==> config.mk <==
export PLATFORM = sky130hd
export DESIGN_NAME = inst_mode_mgr
export DESIGN_NICKNAME = d
export VERILOG_FILES = /design/src/rtl/imm_pkg.sv /design/src/rtl/mode_arb.sv /design/src/rtl/power_seq.sv /design/src/rtl/pwr_reg.sv /design/src/rtl/inst_mode_mgr.sv
export SDC_FILE = /design/constraint.sdc
export NUM_CORES = 1
export LEC_CHECK = 0
export ABC_AREA = 0
export BUFFER_PORTS_ARGS = -buffer_cell sky130_fd_sc_hd__buf_2
export CAP_MARGIN = 20
export CORE_MARGIN = 8
export CORE_UTILIZATION = 55
export CTS_BUF_LIST = sky130_fd_sc_hd__clkbuf_4
export DETAILED_ROUTE_END_ITERATION = 16
export HOLD_SLACK_MARGIN = 0.08
export PLACE_DENSITY = 0.74
export SLEW_MARGIN = 15
export SYNTH_ARGS = -nofsm -noshare
export SYNTH_HDL_FRONTEND = slang
export SYNTH_SLANG_ARGS = --single-unit
==> constraint.sdc <==
create_clock -name clk_i -period 7.9 [get_ports clk_i]
set_clock_uncertainty 0.15 [all_clocks]
set_input_delay 0.395 -clock clk_i [delete_from_list [all_inputs] [get_ports clk_i]]
set_output_delay 0.395 -clock clk_i [all_outputs]
set_load 0.01 [all_outputs]
==> src/rtl/imm_pkg.sv <==
package imm_pkg;
  typedef enum logic [1:0] {
    MODE_SAFE = 2'b00,
    MODE_ENG  = 2'b01,
    MODE_LOW  = 2'b10,
    MODE_NOM  = 2'b11
  } op_mode_e;
endpackage

==> src/rtl/mode_arb.sv <==
module mode_arb
  import imm_pkg::*;
(
  input  logic     clk_i,
  input  logic     rst_ni,
  input  logic     cmd_valid_i,
  input  logic [1:0] cmd_mode_i,
  input  logic     bus_lowpwr_i,
  input  logic     uv_alarm_i,
  output op_mode_e mode_o,
  output op_mode_e tgt_o,
  output logic     enter_o
);
  op_mode_e mode_q;
  op_mode_e tgt;
  logic     req;

  // fixed priority: undervoltage, bus, ground
  always_comb begin
    req = 1'b1;
    tgt = mode_q;
    if (uv_alarm_i)        tgt = MODE_SAFE;
    else if (bus_lowpwr_i) tgt = MODE_LOW;
    else if (cmd_valid_i)  tgt = op_mode_e'(cmd_mode_i);
    else                   req = 1'b0;
  end

  assign enter_o = req && (tgt != mode_q);
  assign tgt_o   = tgt;
  assign mode_o  = mode_q;

  always_ff @(posedge clk_i or negedge rst_ni) begin
    if (!rst_ni)      mode_q <= MODE_SAFE;
    else if (enter_o) mode_q <= tgt;
  end

  a_r6_uv_to_safe: assert property (@(posedge clk_i) disable iff (!rst_ni)
    uv_alarm_i |=> mode_q == MODE_SAFE);
  a_r7_bus_over_cmd: assert property (@(posedge clk_i) disable iff (!rst_ni)
    (bus_lowpwr_i && !uv_alarm_i) |=> mode_q == MODE_LOW);
  a_r3_eng_by_cmd: assert property (@(posedge clk_i) disable iff (!rst_ni)
    (mode_q == MODE_ENG && $past(mode_q) != MODE_ENG) |->
      $past(cmd_valid_i && cmd_mode_i == 2'b01 && !bus_lowpwr_i && !uv_alarm_i));
endmodule

==> src/rtl/power_seq.sv <==
module power_seq #(
  parameter int NUM_INST = 4,
  parameter int SETTLE_W = 8,
  localparam int IDX_W = (NUM_INST > 1) ? $clog2(NUM_INST) : 1
) (
  input  logic                clk_i,
  input  logic                rst_ni,
  input  logic                start_i,
  input  logic                abort_i,
  input  logic [SETTLE_W-1:0] settle_i,
  output logic                step_o,
  output logic [IDX_W-1:0]    step_idx_o,
  output logic                busy_o
);
  localparam logic [IDX_W-1:0] LAST_IDX = IDX_W'(NUM_INST - 1);

  logic [IDX_W-1:0]    idx_q;
  logic [SETTLE_W-1:0] cnt_q;
  logic                busy_q;

  assign step_o     = busy_q && (cnt_q == '0) && !abort_i && !start_i;
  assign step_idx_o = idx_q;
  assign busy_o     = busy_q;

  always_ff @(posedge clk_i or negedge rst_ni) begin
    if (!rst_ni) begin
      idx_q  <= '0;
      cnt_q  <= '0;
      busy_q <= 1'b0;
    end else if (start_i) begin
      idx_q  <= IDX_W'(1);
      cnt_q  <= settle_i;
      busy_q <= (NUM_INST > 1);
    end else if (abort_i) begin
      busy_q <= 1'b0;
    end else if (busy_q) begin
      if (cnt_q == '0) begin
        cnt_q <= settle_i;
        idx_q <= idx_q + IDX_W'(1);
        if (idx_q == LAST_IDX) busy_q <= 1'b0;
      end else begin
        cnt_q <= cnt_q - SETTLE_W'(1);
      end
    end
  end

  a_r5_step_in_range: assert property (@(posedge clk_i) disable iff (!rst_ni)
    step_o |-> (idx_q <= LAST_IDX && idx_q != '0));
  a_r10_busy_drops_after_last: assert property (@(posedge clk_i) disable iff (!rst_ni)
    (step_o && idx_q == LAST_IDX) |=> !busy_q);
endmodule

==> src/rtl/pwr_reg.sv <==
module pwr_reg
  import imm_pkg::*;
#(
  parameter int NUM_INST = 4,
  parameter int MAG_IDX  = 0,
  localparam int IDX_W = (NUM_INST > 1) ? $clog2(NUM_INST) : 1
) (
  input  logic                clk_i,
  input  logic                rst_ni,
  input  logic                enter_i,
  input  op_mode_e            tgt_i,
  input  logic                step_i,
  input  logic [IDX_W-1:0]    step_idx_i,
  output logic [NUM_INST-1:0] pwr_o
);
  localparam logic [NUM_INST-1:0] MAG_MASK   = NUM_INST'(1) << MAG_IDX;
  localparam logic [NUM_INST-1:0] FIRST_MASK = NUM_INST'(1);

  logic [NUM_INST-1:0] pwr_q, pwr_d;

  always_comb begin
    pwr_d = pwr_q;
    if (enter_i) begin
      unique case (tgt_i)
        MODE_SAFE: pwr_d = '0;
        MODE_LOW:  pwr_d = MAG_MASK;
        MODE_NOM:  pwr_d = pwr_q | FIRST_MASK;
        default:   pwr_d = pwr_q;
      endcase
    end else if (step_i) begin
      pwr_d = pwr_q | (NUM_INST'(1) << step_idx_i);
    end
  end

  always_ff @(posedge clk_i or negedge rst_ni) begin
    if (!rst_ni) pwr_q <= '0;
    else         pwr_q <= pwr_d;
  end

  assign pwr_o = pwr_q;
endmodule

==> src/rtl/inst_mode_mgr.sv <==
module inst_mode_mgr
  import imm_pkg::*;
#(
  parameter int NUM_INST = 5,
  parameter int MAG_IDX  = 0,
  parameter int SETTLE_W = 16,
  localparam int IDX_W = (NUM_INST > 1) ? $clog2(NUM_INST) : 1
) (
  input  logic                clk_i,
  input  logic                rst_ni,
  input  logic                cmd_valid_i,
  input  logic [1:0]          cmd_mode_i,
  input  logic                bus_lowpwr_i,
  input  logic                uv_alarm_i,
  input  logic [SETTLE_W-1:0] settle_cycles_i,
  output logic [1:0]          mode_o,
  output logic [NUM_INST-1:0] pwr_req_o,
  output logic                seq_busy_o
);
  localparam logic [NUM_INST-1:0] MAG_MASK = NUM_INST'(1) << MAG_IDX;

  op_mode_e         mode, tgt;
  logic             enter, start, abort, step;
  logic [IDX_W-1:0] step_idx;

  mode_arb i_arb (
    .clk_i, .rst_ni, .cmd_valid_i, .cmd_mode_i, .bus_lowpwr_i, .uv_alarm_i,
    .mode_o(mode), .tgt_o(tgt), .enter_o(enter)
  );

  assign start = enter && (tgt == MODE_NOM);
  assign abort = enter && (tgt != MODE_NOM);

  power_seq #(.NUM_INST(NUM_INST), .SETTLE_W(SETTLE_W)) i_seq (
    .clk_i, .rst_ni, .start_i(start), .abort_i(abort), .settle_i(settle_cycles_i),
    .step_o(step), .step_idx_o(step_idx), .busy_o(seq_busy_o)
  );

  pwr_reg #(.NUM_INST(NUM_INST), .MAG_IDX(MAG_IDX)) i_pwr (
    .clk_i, .rst_ni, .enter_i(enter), .tgt_i(tgt), .step_i(step),
    .step_idx_i(step_idx), .pwr_o(pwr_req_o)
  );

  assign mode_o = mode;

  a_r2_safe_all_off: assert property (@(posedge clk_i) disable iff (!rst_ni)
    mode == MODE_SAFE |-> (pwr_req_o == '0 && !seq_busy_o));
  a_r4_low_mag_only: assert property (@(posedge clk_i) disable iff (!rst_ni)
    mode == MODE_LOW |-> pwr_req_o == MAG_MASK);
  a_r5_one_new_per_cycle: assert property (@(posedge clk_i) disable iff (!rst_ni)
    1'b1 |=> $countones(pwr_req_o & ~$past(pwr_req_o)) <= 1);
  a_r5_nom_no_drop: assert property (@(posedge clk_i) disable iff (!rst_ni)
    (mode == MODE_NOM && $past(mode) == MODE_NOM) |->
      (pwr_req_o & $past(pwr_req_o)) == $past(pwr_req_o));
  a_r10_busy_only_nom: assert property (@(posedge clk_i) disable iff (!rst_ni)
    seq_busy_o |-> mode == MODE_NOM);
endmodule

==> results of run 1 <==
## per-stage QoR
step	power [mW]	cell area (sq um)	hold WS, ps	worst slack (ps)
floorplan	0.3624	1922	-50.59	5425
global placement	0.4084	2081	279.7	5212
detailed placement	0.4179	2081	291.6	5157
CTS	0.4802	2121	158.9	5130
global route	0.5146	2121	162.9	5045
finish	0.4824	2121	159.9	5118
## layout make-up
type / count / area (sq um) / area share (%)
Multi-Input combinational cell: 161 / 1152 / 54.34
Sequential cell: 27 / 675.6 / 31.86
Timing Repair Buffer: 32 / 167.7 / 7.906
Tap cell: 46 / 57.56 / 2.714
Inverter: 10 / 37.54 / 1.770
Clock buffer: 3 / 22.52 / 1.062
Clock inverter: 1 / 7.507 / 0.3540
## sequential cells by signal, indices dropped and copies added, names as in the netlist
| signal | cells |
|---|---|
| i_seq.cnt_q | 16 |
| i_pwr.pwr_o | 5 |
| i_seq.step_idx_o | 3 |
| i_arb.mode_o | 2 |
| i_seq.busy_o | 1 |
## worst min path at each step
stage,endpoint,from,depth (start not counted)
6_report,i_seq.cnt_q[15],settle_cycles_i[15],3
5_1_grt,i_seq.cnt_q[15],settle_cycles_i[15],3
4_1_cts,i_seq.cnt_q[15],settle_cycles_i[15],3
3_5_place_dp,i_arb.mode_o[1],rst_ni,1
3_3_place_gp,i_arb.mode_o[0],rst_ni,1
2_1_floorplan,i_arb.mode_o[0],rst_ni,0
## kinds of logic after synthesis
family,Yosys count
adder cells (fa/ha/maj),7
AND/OR/NAND/NOR,76
AO/OA/AOI/OAI,70
buffers and inverters,22
multiplexers,8
flip-flops,27
## placed cells by master, fill, tap and decap left out, drive strengths merged, types with 7 or more instances in the layout
master | netlist | routed
o211ai | 11 | 11
o2bb2ai | 8 | 8
ha | 7 | 7
nor2 | 9 | 9
nand2 | 10 | 10
inv | 10 | 10
dfrtp | 27 | 27
nor3 | 10 | 10
buf | 5 | 31
a21oi | 14 | 14
nor4 | 7 | 7
o21ai | 10 | 10
nand4 | 7 | 7
mux2i | 7 | 7
## metal layers
| layer | wire [um] | share of wire (%) |
|---|---|---|
| met5 | 0 | 0 |
| met4 | 51 | 1.0 |
| met3 | 391 | 8.0 |
| met2 | 2328 | 47 |
| met1 | 2133 | 43 |
## power by group through the flow
stage	Clock, mW	Sequential, mW	Combinational [mW]
floorplan	0	0.219	0.143
global placement	0	0.230	0.178
detailed placement	0	0.232	0.186
CTS	0.0639	0.230	0.186
global route	0.0697	0.237	0.208
finish	0.0631	0.232	0.187
## worst max-delay path: stages (launching register included)
cell     delay, ps
dfrtp_1        430
inv_1          150
ha_1           190
or4b_4         520
or4_4          630
nand2_4        200
nand3_1        150
a22o_1         270
## repair_timing
action | CTS | global route
setup buffers | 0 | 0
resized for setup | 0 | 0
hold endpoints to repair | 27 | 0
hold buffers | 1 | 0
==> flow_summary.toml, run 1 <==
[worst_setup_path]
cp-startpoint = "i_seq.cnt_q[0]"
ff2ff_setup_slack_ps = 5120
r2r-end = "i_seq.step_idx_o[2]"
crit_path_start_kind = "flop"
crit_arrival_ps = 2870
cp-endpoint = "i_seq.step_idx_o[2]"
critPathKind = "reg2reg"
r2r-start = "i_seq.cnt_q[0]"
crit_fanout = 15
required_ps = 7990
end_kind = "flop"
reg2regPathDepth = 7

[yosys]
synth_compound_area_share_pct = 26.63
synth_most_common_cell = "dfrtp_1"
ys_types = 51
async_reset_ff_share_pct = 100.0
synthTopCellsByCount = "27 x dfrtp_1, 14 x a21oi_1, 11 x o211ai_1, 10 x inv_1, 10 x nor3_1"
synthCells = 210
synthMuxAreaShare_pct = 4.232
synth_edf_count = 0
yosysTopAreaCell = "dfrtp_1"
ys_seq_area_share_pct = 35.16
synth-xor-area-share_pct = 0
synth_area_sq_um = 1922
synth_top_family_by_area = "compound AO/OA/AOI/OAI gates"
synth_area_leaders = "dfrtp_1 35%, ha_1 4.6%, o211ai_1 4.3%"
synth_fa_ha_area_share_pct = 4.557
yosys_warnings = 0
yosys.area.top_type_share_pct = 35.16
syn_nets = 240
yosys.area_share.simple_pct = 24.54
syn_area_per_cell_sq_um = 9.152
ys_seq_elements = 27
synthFlopType = "dfrtp_1"

[floorplanning]
core_sq_um = 3337
fp.dieW_um = 75.11
start_util_pct = 57.59
die_h_um = 75.11
die-area_sq_um = 5642
ioPinCount = 31
rows = 21

[final_layout]
final_util_pct = 63.55
fillCellCount = 279
drive_above_1_share_pct = 20.09
layoutNonFillerInstCount = 280
n_antenna_cell = 0
areaGrowthSynthToFinish_pct = 10.35
nNetsFinal = 265

[drt]
drc = 0
vias_per_cell = 6.571
num_vias = 1840
drtAntennaViolNets = 0
dr.pass1.iters = 4
routed_wl_um = 4905
wl_per_cell_um = 17.52
drt_iter0_drc = 101

[timing]
tightestPinTransition_ps = 1033
fin_crit_sh_pct = 35.21
final_hold_viol_count = 0
setup_tns_ps = 0
clock.fmax_ghz = 0.3595
grt_setup_unrepaired = "false"
slew_headroom_pct = 30.51
period_needed_ps = 2782
setup_viol = 0
final_max_slew_viol_count = 0

[global_route]
use_met1_pct = 22.78
grt_pass1_vias = 1826
gr-total-overflow = 0
grt_max_degree = 28
track_usage_pct = 18.34
top_usage_layer = "met2"
antenna_found_initial = 0
met3_usage_pct = 3.462
grt_use_met2_pct = 30.04
grt_pass1_wl_um = 8224

[clock_tree]
clkTransAtPathRegs_ps = 150
cts_tree = "built"
clk_latency_ps = 330
ctsHtreeMaxLevel = 1
clkSinkCount = 27
cts_buffers = 3
root_buffer = "clkbuf_4"
clockBufferDepth = 2

[power]
comb_power_share_pct = 38.9
clockPowerShare_pct = 13.1
power_density_nw_per_um2 = 227.5
ir_drop_mv = 0.1466
seq_power_share_pct = 48.1
power_switching_mw = 0.2034
sw_frac_of_total_pct = 42.17
p_leak_nw = 0.9141
power.internal_mw = 0.2790

[job]
cap_violations = 0

[placed_design]
place.port_buffers = 30
routabilityCongestion = 0.9631
place_inst = 275
dp_hpwl_um = 3651

[worst_hold_path]
hp-class = "in2reg"

[run_status]
run_status = "finished clean"
Note: power is estimated with default switching activity, not from simulation.
==> run 2, diff against run 1 <==
==> constraint.sdc (replaced) <==
create_clock -name clk_i -period 2.82 [get_ports clk_i]
set_clock_uncertainty 0.15 [all_clocks]
set_input_delay 0.141 -clock clk_i [delete_from_list [all_inputs] [get_ports clk_i]]
set_output_delay 0.141 -clock clk_i [all_outputs]
set_load 0.01 [all_outputs]
==> run 2 against run 1 <==
Effect of this change:
- global-route usage up 1.2 points
- via count up 5.4%
- non-clock buffer count up 24
- routed wire length up 7.9%
- critical path depth unchanged
- clock power rose to 2.8 times the previous value
- worst setup slack worse by 4900 ps
- sequential cell count unchanged
- first-iteration DRC count up 24%
==> flow_summary.toml, run 2 (same netlist as run 1, synthesis figures left out) <==
[run_status]
run_status = "finished clean"

[placed_design]
place.port_buffers = 30
dp_hpwl_um = 3787
routabilityCongestion = 0.9080

[global_route]
antenna_found_initial = 0
gr-total-overflow = 0
track_usage_pct = 19.54
grt_max_degree = 28
grt_pass1_wl_um = 8707
grt_pass1_vias = 1935

[worst_setup_path]
critPathKind = "reg2reg"
cp_slowest_cell = "or4_4"
r2r-start = "i_seq.cnt_q[0]"
cp_num_cells = 7
cp.buffers_inverters = 1
cp-startpoint = "i_seq.cnt_q[0]"
crit_family = "simple AND/OR/NAND/NOR gates"
cp_cell_sequence = "inv_2, ha_1, or4b_4, or4_4, nand2_8, nand3_1, a22o_1"
end_kind = "flop"
required_ps = 2920
reg2regPathDepth = 7
critical_path.max_stage_delay_ps = 610
cp-endpoint = "i_seq.step_idx_o[2]"
r2r-end = "i_seq.step_idx_o[2]"
crit_fanout = 15
crit_arrival_ps = 2750
crit_path_start_kind = "flop"
ff2ff_setup_slack_ps = 170

[drt]
wl_per_cell_um = 17.41
num_vias = 1940
drt_iter0_drc = 125
vias_per_cell = 6.382
drtAntennaViolNets = 0
dr.pass1.iters = 4
drc = 0
routed_wl_um = 5293

[floorplanning]
die_h_um = 75.11
ioPinCount = 31
rows = 21
core_sq_um = 3337
start_util_pct = 57.59
fp.dieW_um = 75.11
die-area_sq_um = 5642

[worst_hold_path]
hp-start = "cmd_mode_i[1]"
hp-class = "in2reg"

[clock_tree]
ctsHtreeMaxLevel = 1
clkTransAtPathRegs_ps = 160
clockBufferDepth = 2
clk_latency_ps = 340
root_buffer = "clkbuf_4"
post_cts_buffers = 0
cts_tree = "built"
clkSinkCount = 27
cts_buffers = 3

[power]
ir_drop_mv = 0.4039
power_density_nw_per_um2 = 592.5
power_mw = 1.397
p_leak_nw = 1.025

[final_layout]
largest_reg_flops = 16
largest_register = "i_seq.cnt_q"
final_common_cell = "buf_2"
seqCellArea_sq_um = 675.6
fillCellCount = 265
areaGrowthSynthToFinish_pct = 22.66
final_cell_mix = "30 x buf_2, 27 x dfrtp_1, 20 x dlygate4sd3_1"
multi_input_area_sq_um = 1164
n_antenna_cell = 0
nNetsFinal = 289
drive_above_1_share_pct = 20.93

[job]
cap_violations = 0

[timing]
setup_tns_ps = 0
setup_viol = 0
fin_crit_sh_pct = 93.86
final_hold_viol_count = 0
period_needed_ps = 2647
final_max_slew_viol_count = 0
grt_setup_unrepaired = "false"
tightestPinTransition_ps = 1039
slew_headroom_pct = 30.48
clock.fmax_ghz = 0.3778
==> run 2: changes by cell type in the layout (fill, tap and decap cells not counted) <==
| cell | delta |
|---|---|
| inv_2 | +1 |
| nand2_8 | +1 |
| dlygate4sd3_1 | +19 |
| clkinv_2 | +1 |
| inv_1 | -1 |
| nand2_4 | -1 |
| clkinvlp_4 | -1 |
| buf_4 | +5 |
| nor2_1 | -1 |
| nor2_2 | +1 |
==> run 2: worst min-delay path by stage <==
stage                 endpoint  slack (ps)  depth (start not counted)
3_5_place_dp   i_arb.mode_o[0]          40                          1
2_1_floorplan  i_arb.mode_o[0]        -300                          0
6_report       i_arb.mode_o[1]         120                          3
5_1_grt        i_arb.mode_o[1]         160                          3
3_3_place_gp   i_arb.mode_o[0]          30                          1
4_1_cts        i_arb.mode_o[1]         110                          3
==> run 2: cell type report <==
type | instances | share of cell area, %
Tap cell | 46 | 2.442
Inverter | 10 | 1.592
Multi-Input combinational cell | 161 | 49.36
Timing Repair Buffer | 56 | 16.77
Clock buffer | 3 | 0.9554
Sequential cell | 27 | 28.66
Clock inverter | 1 | 0.2123
==> run 2: where the power goes <==
| part | switching [mW] | internal (mW) | leakage, nW | total (mW) |
|---|---|---|---|---|
| Combinational | 0.313 | 0.258 | 0.670 | 0.570 |
| Clock | 0.124 | 0.0533 | 0.0177 | 0.177 |
| Sequential | 0.146 | 0.503 | 0.337 | 0.650 |
==> run 2: stage by stage <==
step           instances  utilization, %  cell area (sq um)  setup slack (ps)  hold slack [ps]
6_report             304           70.64               2357             173.0            124.6
4_1_cts              304           70.30               2346             80.58            109.6
3_3_place_gp         280           63.48               2118             194.4            26.35
3_5_place_dp         280           63.48               2118             109.7            38.88
2_1_floorplan        210               -               1922             344.7           -304.6
5_1_grt              304           70.64               2357             57.04            164.0
==> run 2: worst reg2reg max path, cell delays in order (launching register included) <==
cell     delay [ps]
dfrtp_1         440
inv_2           100
ha_1            180
or4b_4          510
or4_4           610
nand2_8         160
nand3_1         150
a22o_1          280
==> run 2: what timing repair did <==
action,in CTS,in global routing
gates resized for setup,0,3
setup endpoints to repair,0,2
hold buffers,20,0
hold endpoints to repair,45,0
==> run 2: routing by layer <==
| metal | part of all wire, % | up-vias | wire length [um] | GRT usage [%] |
|---|---|---|---|---|
| li1 | - | 918 | - | - |
| met1 | 42 | 928 | 2244 | 23.37 |
| met2 | 50 | 83 | 2623 | 32.73 |
| met3 | 6.9 | 11 | 366 | 4.128 |
| met4 | 1.1 | 0 | 59 | 8.478 |
| met5 | 0 | - | 0 | 0 |
==> run 3, diff against run 2 <==
--- a/config.mk
+++ b/config.mk
@@ -8,7 +8,6 @@
 export ABC_AREA = 0
 export BUFFER_PORTS_ARGS = -buffer_cell sky130_fd_sc_hd__buf_2
 export CAP_MARGIN = 20
-export CORE_MARGIN = 8
 export CORE_UTILIZATION = 55
 export CTS_BUF_LIST = sky130_fd_sc_hd__clkbuf_4
 export DETAILED_ROUTE_END_ITERATION = 16
==> run 3 against run 2 <==
Effect of this change:
- first-iteration DRC count increased by 34%
- sequential share of layout area increased by 0.14 points
- non-clock buffer count unchanged
- sequential power about the same
- worst setup slack got worse by 92 ps
- combinational power decreased by 2%
==> flow_summary.toml, run 3 (same netlist as run 1, synthesis figures left out) <==
[final_layout]
nNetsFinal = 289
largest_reg_flops = 16
final_common_cell = "buf_2"
final_cell_mix = "30 x buf_2, 27 x dfrtp_1, 20 x dlygate4sd3_1"
areaGrowthSynthToFinish_pct = 22.07
layoutNonFillerInstCount = 304
n_antenna_cell = 0
fillCellCount = 268
largest_register = "i_seq.cnt_q"
drive_above_1_share_pct = 20.16

[drt]
drt_iter0_drc = 168
dr.pass1.iters = 4
num_vias = 1947
drc = 0
drtAntennaViolNets = 0
wl_per_cell_um = 16.48
vias_per_cell = 6.405
routed_wl_um = 5009

[worst_hold_path]
hold-path-cell-count = 3
min_to = "i_arb.mode_o[1]"
hp-start = "cmd_mode_i[1]"
hp-class = "in2reg"

[worst_setup_path]
r2r-end = "i_seq.step_idx_o[2]"
r2r-start = "i_seq.cnt_q[0]"
required_ps = 2900
cp.buffers_inverters = 1
crit_arrival_ps = 2820
critical_path.max_stage_delay_ps = 590
cp_cell_sequence = "inv_1, ha_1, or4b_4, or4_4, nand2_4, nand3_1, a22o_1"
crit_family = "simple AND/OR/NAND/NOR gates"
critPathKind = "reg2reg"
crit_path_start_kind = "flop"
reg2regPathDepth = 7
end_kind = "flop"
crit_fanout = 15
ff2ff_setup_slack_ps = 80
cp_slowest_cell = "or4_4"

[placed_design]
routabilityCongestion = 0.9160
pre_cts_slack_ps = 128.5
place_inst = 280
dp_hpwl_um = 3621
place.port_buffers = 30

[timing]
period_needed_ps = 2739
finalWorstSetupSlack_ps = 81.07
clock.fmax_ghz = 0.3651
setup_viol = 0
slew_headroom_pct = 32.30
final_hold_viol_count = 0
whs_ps = 93.58
fin_crit_sh_pct = 97.13
final_max_slew_viol_count = 0
grt_setup_unrepaired = "false"
tightestPinTransition_ps = 1012
setup_tns_ps = 0

[power]
comb_power_share_pct = 40.7
seq_power_share_pct = 47.0
ir_drop_mv = 0.4109
power_density_nw_per_um2 = 588.0
p_leak_nw = 1.025
sw_frac_of_total_pct = 41.60
power.internal_mw = 0.8056
clockPowerShare_pct = 12.4
power_switching_mw = 0.5739

[clock_tree]
cts_buffers = 3
ctsHtreeMaxLevel = 1
clkTransAtPathRegs_ps = 150
clkSinkCount = 27
cts_resized = 0
clockBufferDepth = 2
post_cts_buffers = 0
root_buffer = "clkbuf_4"
postCtsHoldBufs = 20
cts_tree = "built"
clk_latency_ps = 330

[global_route]
antenna_found_initial = 0
track_usage_pct = 28.86
grt_pass1_wl_um = 7990
grt_pass1_vias = 1807
gr-total-overflow = 0
grt_max_degree = 28

[run_status]
run_status = "finished clean"

[floorplanning]
rows = 21
start_util_pct = 57.59
die-area_sq_um = 3734
die_h_um = 61.11
core_sq_um = 3337
fp.dieW_um = 61.11
ioPinCount = 31

[job]
cap_violations = 0
-- run 3: cell counts in the layout (fill, tap and decap cells not counted) --
No cell type changed its count.
-- run 3: power groups by stage --
stage | Clock (mW) | Combinational [mW] | Sequential (mW)
final | 0.170 | 0.561 | 0.648
after global routing | 0.189 | 0.622 | 0.662
after CTS | 0.176 | 0.555 | 0.641
after detailed placement | 0 | 0.532 | 0.648
after global placement | 0 | 0.508 | 0.643
after floorplan | 0 | 0.401 | 0.614
-- run 3: cell type report --
type                    instances  area, sq um  area share [%]
clock buffers                   3        22.52          0.9600
inverters                      10        37.54           1.600
multi-input cells             161         1152           49.12
flip-flops and latches         27        675.6           28.80
repair buffers                 56        395.4           16.85
clock inverters                 1        5.005          0.2133
well taps                      46        57.56           2.453
-- run 3: worst reg2reg max path: stages, from the launching register on --
cell and delay (ps):
dfrtp_1 430, inv_1 140, ha_1 200, or4b_4 510, or4_4 590, nand2_4 190, nand3_1 150, a22o_1 270
-- run 3: routing by layer --
layer / GRT usage [%] / routed length, um / up-vias
met5: 0 / 0 / -
met4: 12.34 / 122 / 0
li1: - / - / 913
met3: 4.622 / 322 / 19
met2: 48.45 / 2453 / 95
met1: 36.81 / 2110 / 920
-- run 3: stage by stage --
stage / power [mW] / cell area [sq um] / util (%)
floorplan: 1.015 / 1922 / -
CTS: 1.372 / 2346 / 70.30
global placement: 1.152 / 2118 / 63.48
finish: 1.380 / 2346 / 70.30
detailed placement: 1.180 / 2118 / 63.48
global route: 1.473 / 2346 / 70.30
-- run 3: how the worst max path moves through the flow --
stage / startpoint / to / slack, ps / depth (start not counted)
after floorplan: i_seq.cnt_q[0] / i_seq.cnt_q[8] / 340 / 8
after global placement: i_seq.cnt_q[0] / i_seq.step_idx_o[2] / 190 / 7
after detailed placement: i_seq.cnt_q[0] / i_seq.step_idx_o[2] / 130 / 7
after CTS: i_seq.cnt_q[0] / i_seq.step_idx_o[2] / 100 / 7
after global routing: i_seq.cnt_q[0] / i_seq.step_idx_o[2] / 3 / 7
final: i_seq.cnt_q[0] / i_seq.step_idx_o[2] / 80 / 7
